$ cat config.mk
export PLATFORM = sky130hd
export DESIGN_NAME = useq_core
export DESIGN_NICKNAME = d
export VERILOG_FILES = /design/src/rtl/useq_pkg.sv /design/src/rtl/useq_urom.sv /design/src/rtl/useq_dispatch.sv /design/src/rtl/useq_alu.sv /design/src/rtl/useq_core.sv
export SDC_FILE = /design/constraint.sdc
export NUM_CORES = 1
export LEC_CHECK = 0
export BUFFER_PORTS_ARGS = -buffer_cell sky130_fd_sc_hd__buf_2
export CORE_ASPECT_RATIO = 0.75
export CORE_MARGIN = 10
export CORE_UTILIZATION = 57
export DETAILED_ROUTE_END_ITERATION = 10
export GPL_TIMING_DRIVEN = 0
export PLACE_DENSITY_LB_ADDON = 0.05
export SLEW_MARGIN = 20
export SYNTH_ARGS = -nofsm -noshare
export SYNTH_HDL_FRONTEND = slang
export SYNTH_HIERARCHICAL = 1
export SYNTH_SLANG_ARGS = --single-unit
export TNS_END_PERCENT = 10
$ cat constraint.sdc
create_clock -name clk -period 4.8 [get_ports clk]
set_input_delay 0.48 -clock clk [delete_from_list [all_inputs] [get_ports clk]]
set_output_delay 0.48 -clock clk [all_outputs]
set_load 0.1 [all_outputs]
$ cat src/rtl/useq_pkg.sv
package useq_pkg;
    localparam int OPC_W   = 4;
    localparam int RIX_W   = 4;
    localparam int REG_N   = 1 << RIX_W;
    localparam int INSTR_W = OPC_W + 3 * RIX_W;
    localparam int UADDR_W = 6;

    // reserved successor code: intercepted and replaced by the opcode entry
    localparam logic [UADDR_W-1:0] UA_EXEC = '1;

    localparam logic [OPC_W-1:0] OPC_NOP  = 4'd0;
    localparam logic [OPC_W-1:0] OPC_ADD  = 4'd1;
    localparam logic [OPC_W-1:0] OPC_ADDL = 4'd2;
    localparam logic [OPC_W-1:0] OPC_SUB  = 4'd3;
    localparam logic [OPC_W-1:0] OPC_AND  = 4'd4;
    localparam logic [OPC_W-1:0] OPC_SWAP = 4'd5;

    typedef enum logic [2:0] {
        ALU_PASSA, ALU_PASSB, ALU_ADD, ALU_SUB, ALU_AND
    } alu_op_e;

    typedef enum logic [1:0] {
        WR_NONE, WR_DST, WR_SRCA, WR_SRCB
    } wr_sel_e;

    typedef struct packed {
        logic               a_tmp;   // A bus from temporary instead of register
        logic               b_zero;  // B bus forced to zero
        logic               c_lit;   // second ALU operand from literal C bus
        alu_op_e            alu;
        wr_sel_e            wr;
        logic               tmp_we;  // temporary captures the A bus
        logic               zf_we;
        logic               cf_we;
        logic [UADDR_W-1:0] next;
    } uword_t;

    localparam uword_t UW_SAFE = '{
        a_tmp: 1'b0, b_zero: 1'b0, c_lit: 1'b0, alu: ALU_PASSA, wr: WR_NONE,
        tmp_we: 1'b0, zf_we: 1'b0, cf_we: 1'b0, next: UA_EXEC
    };
endpackage

$ cat src/rtl/useq_urom.sv
module useq_urom
    import useq_pkg::*;
(
    input  logic [UADDR_W-1:0] addr,
    output uword_t             word
);
    always_comb begin
        word = UW_SAFE;
        case (addr)
            6'd1: begin   // ADD
                word.alu = ALU_ADD; word.wr = WR_DST;
                word.zf_we = 1'b1; word.cf_we = 1'b1;
            end
            6'd2: begin   // ADD literal
                word.c_lit = 1'b1; word.alu = ALU_ADD; word.wr = WR_DST;
                word.zf_we = 1'b1; word.cf_we = 1'b1;
            end
            6'd3: begin   // SUB
                word.alu = ALU_SUB; word.wr = WR_DST;
                word.zf_we = 1'b1; word.cf_we = 1'b1;
            end
            6'd4: begin   // AND, zero flag only
                word.alu = ALU_AND; word.wr = WR_DST; word.zf_we = 1'b1;
            end
            6'd5: begin   // SWAP step 1
                word.tmp_we = 1'b1; word.alu = ALU_PASSB; word.wr = WR_SRCA;
                word.next = 6'd6;
            end
            6'd6: begin   // SWAP step 2
                word.a_tmp = 1'b1; word.alu = ALU_PASSA; word.wr = WR_SRCB;
            end
            default: word = UW_SAFE;
        endcase
    end
endmodule

$ cat src/rtl/useq_dispatch.sv
module useq_dispatch
    import useq_pkg::*;
(
    input  logic [OPC_W-1:0]   opc,
    output logic [UADDR_W-1:0] entry
);
    always_comb begin
        case (opc)
            OPC_ADD:  entry = 6'd1;
            OPC_ADDL: entry = 6'd2;
            OPC_SUB:  entry = 6'd3;
            OPC_AND:  entry = 6'd4;
            OPC_SWAP: entry = 6'd5;
            default:  entry = UA_EXEC;   // no-op: safe word, dispatches again
        endcase
    end
endmodule

$ cat src/rtl/useq_alu.sv
module useq_alu
    import useq_pkg::*;
#(
    parameter int DATA_W = 8
) (
    input  logic [DATA_W-1:0] a,
    input  logic [DATA_W-1:0] b,
    input  alu_op_e           op,
    output logic [DATA_W-1:0] res,
    output logic              cout
);
    logic [DATA_W:0] wide;

    always_comb begin
        case (op)
            ALU_ADD:   wide = {1'b0, a} + {1'b0, b};
            ALU_SUB:   wide = {1'b0, a} - {1'b0, b};
            ALU_AND:   wide = {1'b0, a & b};
            ALU_PASSB: wide = {1'b0, b};
            default:   wide = {1'b0, a};
        endcase
        res  = wide[DATA_W-1:0];
        cout = wide[DATA_W];
    end
endmodule

$ cat src/rtl/useq_core.sv
module useq_core
    import useq_pkg::*;
#(
    parameter int DATA_W = 8,
    parameter int IP_W   = 8
) (
    input  logic                clk,
    input  logic                rst,
    input  logic [INSTR_W-1:0]  instr_i,
    output logic [IP_W-1:0]     ip_o,
    output logic                disp_o,
    output logic                wb_en_o,
    output logic [RIX_W-1:0]    wb_idx_o,
    output logic [DATA_W-1:0]   wb_data_o,
    output logic                z_o,
    output logic                c_o
);
    localparam int OPR_W = INSTR_W - OPC_W;

    typedef struct packed {
        logic [UADDR_W-1:0]            upc;
        logic [OPR_W-1:0]              opr;
        logic [IP_W-1:0]               ip;
        logic                          zf;
        logic                          cf;
        logic [DATA_W-1:0]             tmp;
        logic [REG_N-1:0][DATA_W-1:0]  rf;
    } state_t;

    state_t s_d, s_q;
    uword_t uw;
    logic [UADDR_W-1:0] entry;
    logic [RIX_W-1:0]   f_dst, f_a, f_b, widx;
    logic [DATA_W-1:0]  abus, bbus, cbus, opb, res;
    logic               cout, wen, exec;

    useq_urom u_rom (.addr(s_q.upc), .word(uw));
    useq_dispatch u_disp (.opc(instr_i[INSTR_W-1 -: OPC_W]), .entry(entry));

    // register fields bypass the microprogram
    assign f_dst = s_q.opr[3*RIX_W-1 -: RIX_W];
    assign f_a   = s_q.opr[2*RIX_W-1 -: RIX_W];
    assign f_b   = s_q.opr[RIX_W-1:0];

    assign abus = uw.a_tmp  ? s_q.tmp : s_q.rf[f_a];
    assign bbus = uw.b_zero ? '0      : s_q.rf[f_b];
    assign cbus = {{(DATA_W-RIX_W){f_b[RIX_W-1]}}, f_b};
    assign opb  = uw.c_lit  ? cbus    : bbus;

    useq_alu #(.DATA_W(DATA_W)) u_alu (
        .a(abus), .b(opb), .op(uw.alu), .res(res), .cout(cout)
    );

    always_comb begin
        case (uw.wr)
            WR_DST:  widx = f_dst;
            WR_SRCA: widx = f_a;
            WR_SRCB: widx = f_b;
            default: widx = f_dst;
        endcase
        wen  = (uw.wr != WR_NONE);
        exec = (uw.next == UA_EXEC);
    end

    always_comb begin
        s_d = s_q;
        if (wen)       s_d.rf[widx] = res;
        if (uw.tmp_we) s_d.tmp      = abus;
        if (uw.zf_we)  s_d.zf       = (res == '0);
        if (uw.cf_we)  s_d.cf       = cout;
        if (exec) begin
            s_d.upc = entry;
            s_d.opr = instr_i[OPR_W-1:0];
            s_d.ip  = s_q.ip + 1'b1;
        end else begin
            s_d.upc = uw.next;
        end
    end

    always_ff @(posedge clk) begin
        if (rst) begin
            s_q     <= '0;
            s_q.upc <= UA_EXEC;
        end else begin
            s_q <= s_d;
        end
    end

    assign ip_o      = s_q.ip;
    assign disp_o    = exec;
    assign wb_en_o   = wen;
    assign wb_idx_o  = widx;
    assign wb_data_o = res;
    assign z_o       = s_q.zf;
    assign c_o       = s_q.cf;
endmodule

==> metrics <==
Final Setup Violations 0; sw frac 26.3%; first-pass GRT wire length 49.3 mm; Leak 4.89 nW; Hold WC Path Type in -> reg; fin util 66.5%; drt pass-1 iters 5; Seq/Total Area, Yosys 32.3%; # rows 42; vias in the first global route 8,013; area delta synth->final 15.1%; final hold violations 0; Die Wd 174 um; top cell type's share of synthesized area 32.3%; critical path class reg -> out; Worst Skew 0.00929 ns; Worst-Skew Late Latency 0.44 ns; top_reg_cell synth dfxtp_1; Gate power share 9.1%; CTS buffer count 17; status finished, final reports clean; CTS tree built; CTS Buffer Depth 2; busiest grt layer met2; met1 usage 38.9%; drt wl/cell 25.0 um; Remaining Overflow, GRT 0; routing usage on met3 8.72%; Psw 0.000790 W; routed wire length 33.0 mm; n_diodes 0; total internal power 0.00221 W; Reg power frac 45.7%; hpwl dp 22.4 mm; CP endpoint kind output pin; commonest cells in the netlist mux2i_1, dfxtp_1, nand2b_1; worst-path fanout max 10; clk slew on worst S/H paths 0.07 ns; max incr delay on CP 0.52 ns; final hold slack 0.267 ns; CTS Hold Buffers Added 0; port buffer count 41; maximum clock rate 209 MHz; Final Critical Period 4.78 ns; cell repeated most along the worst path buf_12; MaxCap Viol Count 0; ANT nets after route 0; core area 17,600 um^2; crit path DAT 4.30 ns; drt initial violations 1,043; kind of start point of the critical path flip-flop; vias per cell 6.30; most frequent cell after synthesis mux2i_1; register bit total from synthesis 164; cell taking the most area after synthesis dfxtp_1; Worst Path Required 4.32 ns; layout cells sized above 1 25.2%; die height 136 um; final-stage net count 1,098; Peak VDD IR 264 uV; top area cells in the synthesized netlist dfxtp_1, mux2i_1, mux4_2, nand2b_1, nand4_4; pwr/cell area 257 nW/um^2; period utilization 99.6%; CP max-delay cell mux4_2; Mapped Avg Cell Area 10.2 um^2; unrepaired setup endpoints after global routing true; total negative slack 0 ns; crit path cell chain buf_12 > buf_12 > mux4_2 > mux2i_2 > o211ai_1 > buf_4 > nor4_4 > a21oi_2 > xnor2_1 > ha_2 > a2111o_1 > o211ai_2 > or3b_4 > buf_12; Worst Tran Pin Value 0.869 ns; number of enable flip-flop cells after synthesis 0; clk sinks 164; Layout fillers 1,407; Clk pwr share 45.2%; Synth cell types 70; RePlAce Congestion 0.924; GR Util met2 39.7%; Cell Area, Synth 10,200 um^2; synth warn 6; DR DRC count 0; Slew Viols, Final 0; IO Count 42; Relative slew margins 42.1%; largest net degree at the start of global routing 17; clk root buf clkbuf_16; full die area 23,600 um^2; vias 8,332; antenna violations before repair 0; post-synthesis cell count 994; CTS HTree Levels 4; Post-synth ARST share 0%; initial core utilization 57.8%; GRT Util Overall 27.7%
-- sequential cells by signal, indices dropped and copies added (netlist names) --
signal  cells
cbus        4
z_o         1
ip_o        8
s_q       142
f_a         4
f_dst       4
c_o         1
-- critical path, delay by kind of cell (launching register included) --
kind / cells / cell delay, ns
adder cells (fa/ha/maj): 1 / 0.32
AO/OA/AOI/OAI: 4 / 0.77
flip-flops: 1 / 0.36
XOR/XNOR: 1 / 0.18
multiplexers: 2 / 0.71
AND/OR/NAND/NOR: 2 / 0.77
buffers and inverters: 4 / 0.73
-- cells by family (layout without fill, tap and decap cells) --
logic type | Yosys count | count (layout) | synth area share (%)
buffers and inverters | 116 | 201 | 5.74
AND/OR/NAND/NOR | 321 | 321 | 20.0
adder cells (fa/ha/maj) | 12 | 12 | 1.55
other | 2 | 3 | 0.0738
XOR/XNOR | 11 | 11 | 0.947
multiplexers | 237 | 237 | 30.6
AO/OA/AOI/OAI | 131 | 131 | 8.76
flip-flops | 164 | 164 | 32.3
-- power groups by stage --
stage	Clock [W]	Sequential [W]	Combinational, W
3_5_place_dp	0	0.00140	0.000251
5_1_grt	0.00141	0.00137	0.000285
3_3_place_gp	0	0.00140	0.000251
6_report	0.00136	0.00137	0.000274
2_1_floorplan	0	0.00140	0.000178
4_1_cts	0.00136	0.00137	0.000262
-- layout by cell type, fill, tap and decap left out, types with 7 or more instances in the layout --
cell type,n
mux2i_1,164
dfxtp_1,163
nand2b_1,151
mux4_2,58
nand2_1,57
buf_2,43
clkbuf_1,36
buf_4,35
o21ai_0,29
a21oi_1,27
nor2_1,23
inv_1,19
clkbuf_16,17
nand4_4,15
buf_6,14
nor3_1,11
mux2_2,10
nor2b_1,10
ha_1,10
o211ai_1,8
o221ai_1,8
xnor2_1,8
nand3_1,7
-- layout make-up --
| type | instances | area [um^2] | area share (%) |
|---|---|---|---|
| sequential | 164 | 3290 | 28.1 |
| inverter | 24 | 93.8 | 0.802 |
| tap | 242 | 303 | 2.59 |
| timing repair buffer | 56 | 387 | 3.30 |
| buffer | 90 | 583 | 4.98 |
| multi-input combinational | 715 | 6480 | 55.4 |
| clock buffer | 19 | 453 | 3.87 |
| clock inverter | 12 | 120 | 1.03 |
-- final timing paths --
kind,startpoint,endpoint,slack [ns],cells past startpoint
min,instr_i[8],f_dst[0]$_SDFFE_PP0P_,0.27,3
max reg2reg,cbus[0]$_SDFFE_PP0P_,s_q[87]$_SDFFE_PP0P_,0.17,17
max,cbus[0]$_SDFFE_PP0P_,wb_data_o[7],0.02,14
min reg2reg,f_dst[2]$_SDFFE_PP0P_,f_dst[2]$_SDFFE_PP0P_,0.46,2
-- through the flow --
stage / total power (W) / setup slack (ns) / std cells / area (um^2)
3_3_place_gp: 0.00165 / -1.11 / 1278 / 10700
3_5_place_dp: 0.00166 / -1.15 / 1278 / 10700
6_report: 0.00300 / 0.0192 / 1322 / 11700
5_1_grt: 0.00307 / -0.0683 / 1322 / 11700
4_1_cts: 0.00299 / -0.00337 / 1322 / 11600
2_1_floorplan: 0.00158 / -0.338 / 995 / 10200
-- repair_timing --
item	4_1_cts	5_1_grt
cloned	1	0
resized for setup	59	36
pin swaps	13	5
setup endpoints to repair	122	47
setup buffers	13	1
-- routing by layer --
| layer | vias up | part of all wire, % |
|---|---|---|
| li1 | 3741 | - |
| met1 | 4107 | 45 |
| met2 | 410 | 42 |
| met3 | 74 | 10 |
| met4 | 0 | 2.7 |
| met5 | - | 0 |
(Power assumes the default switching activity.)
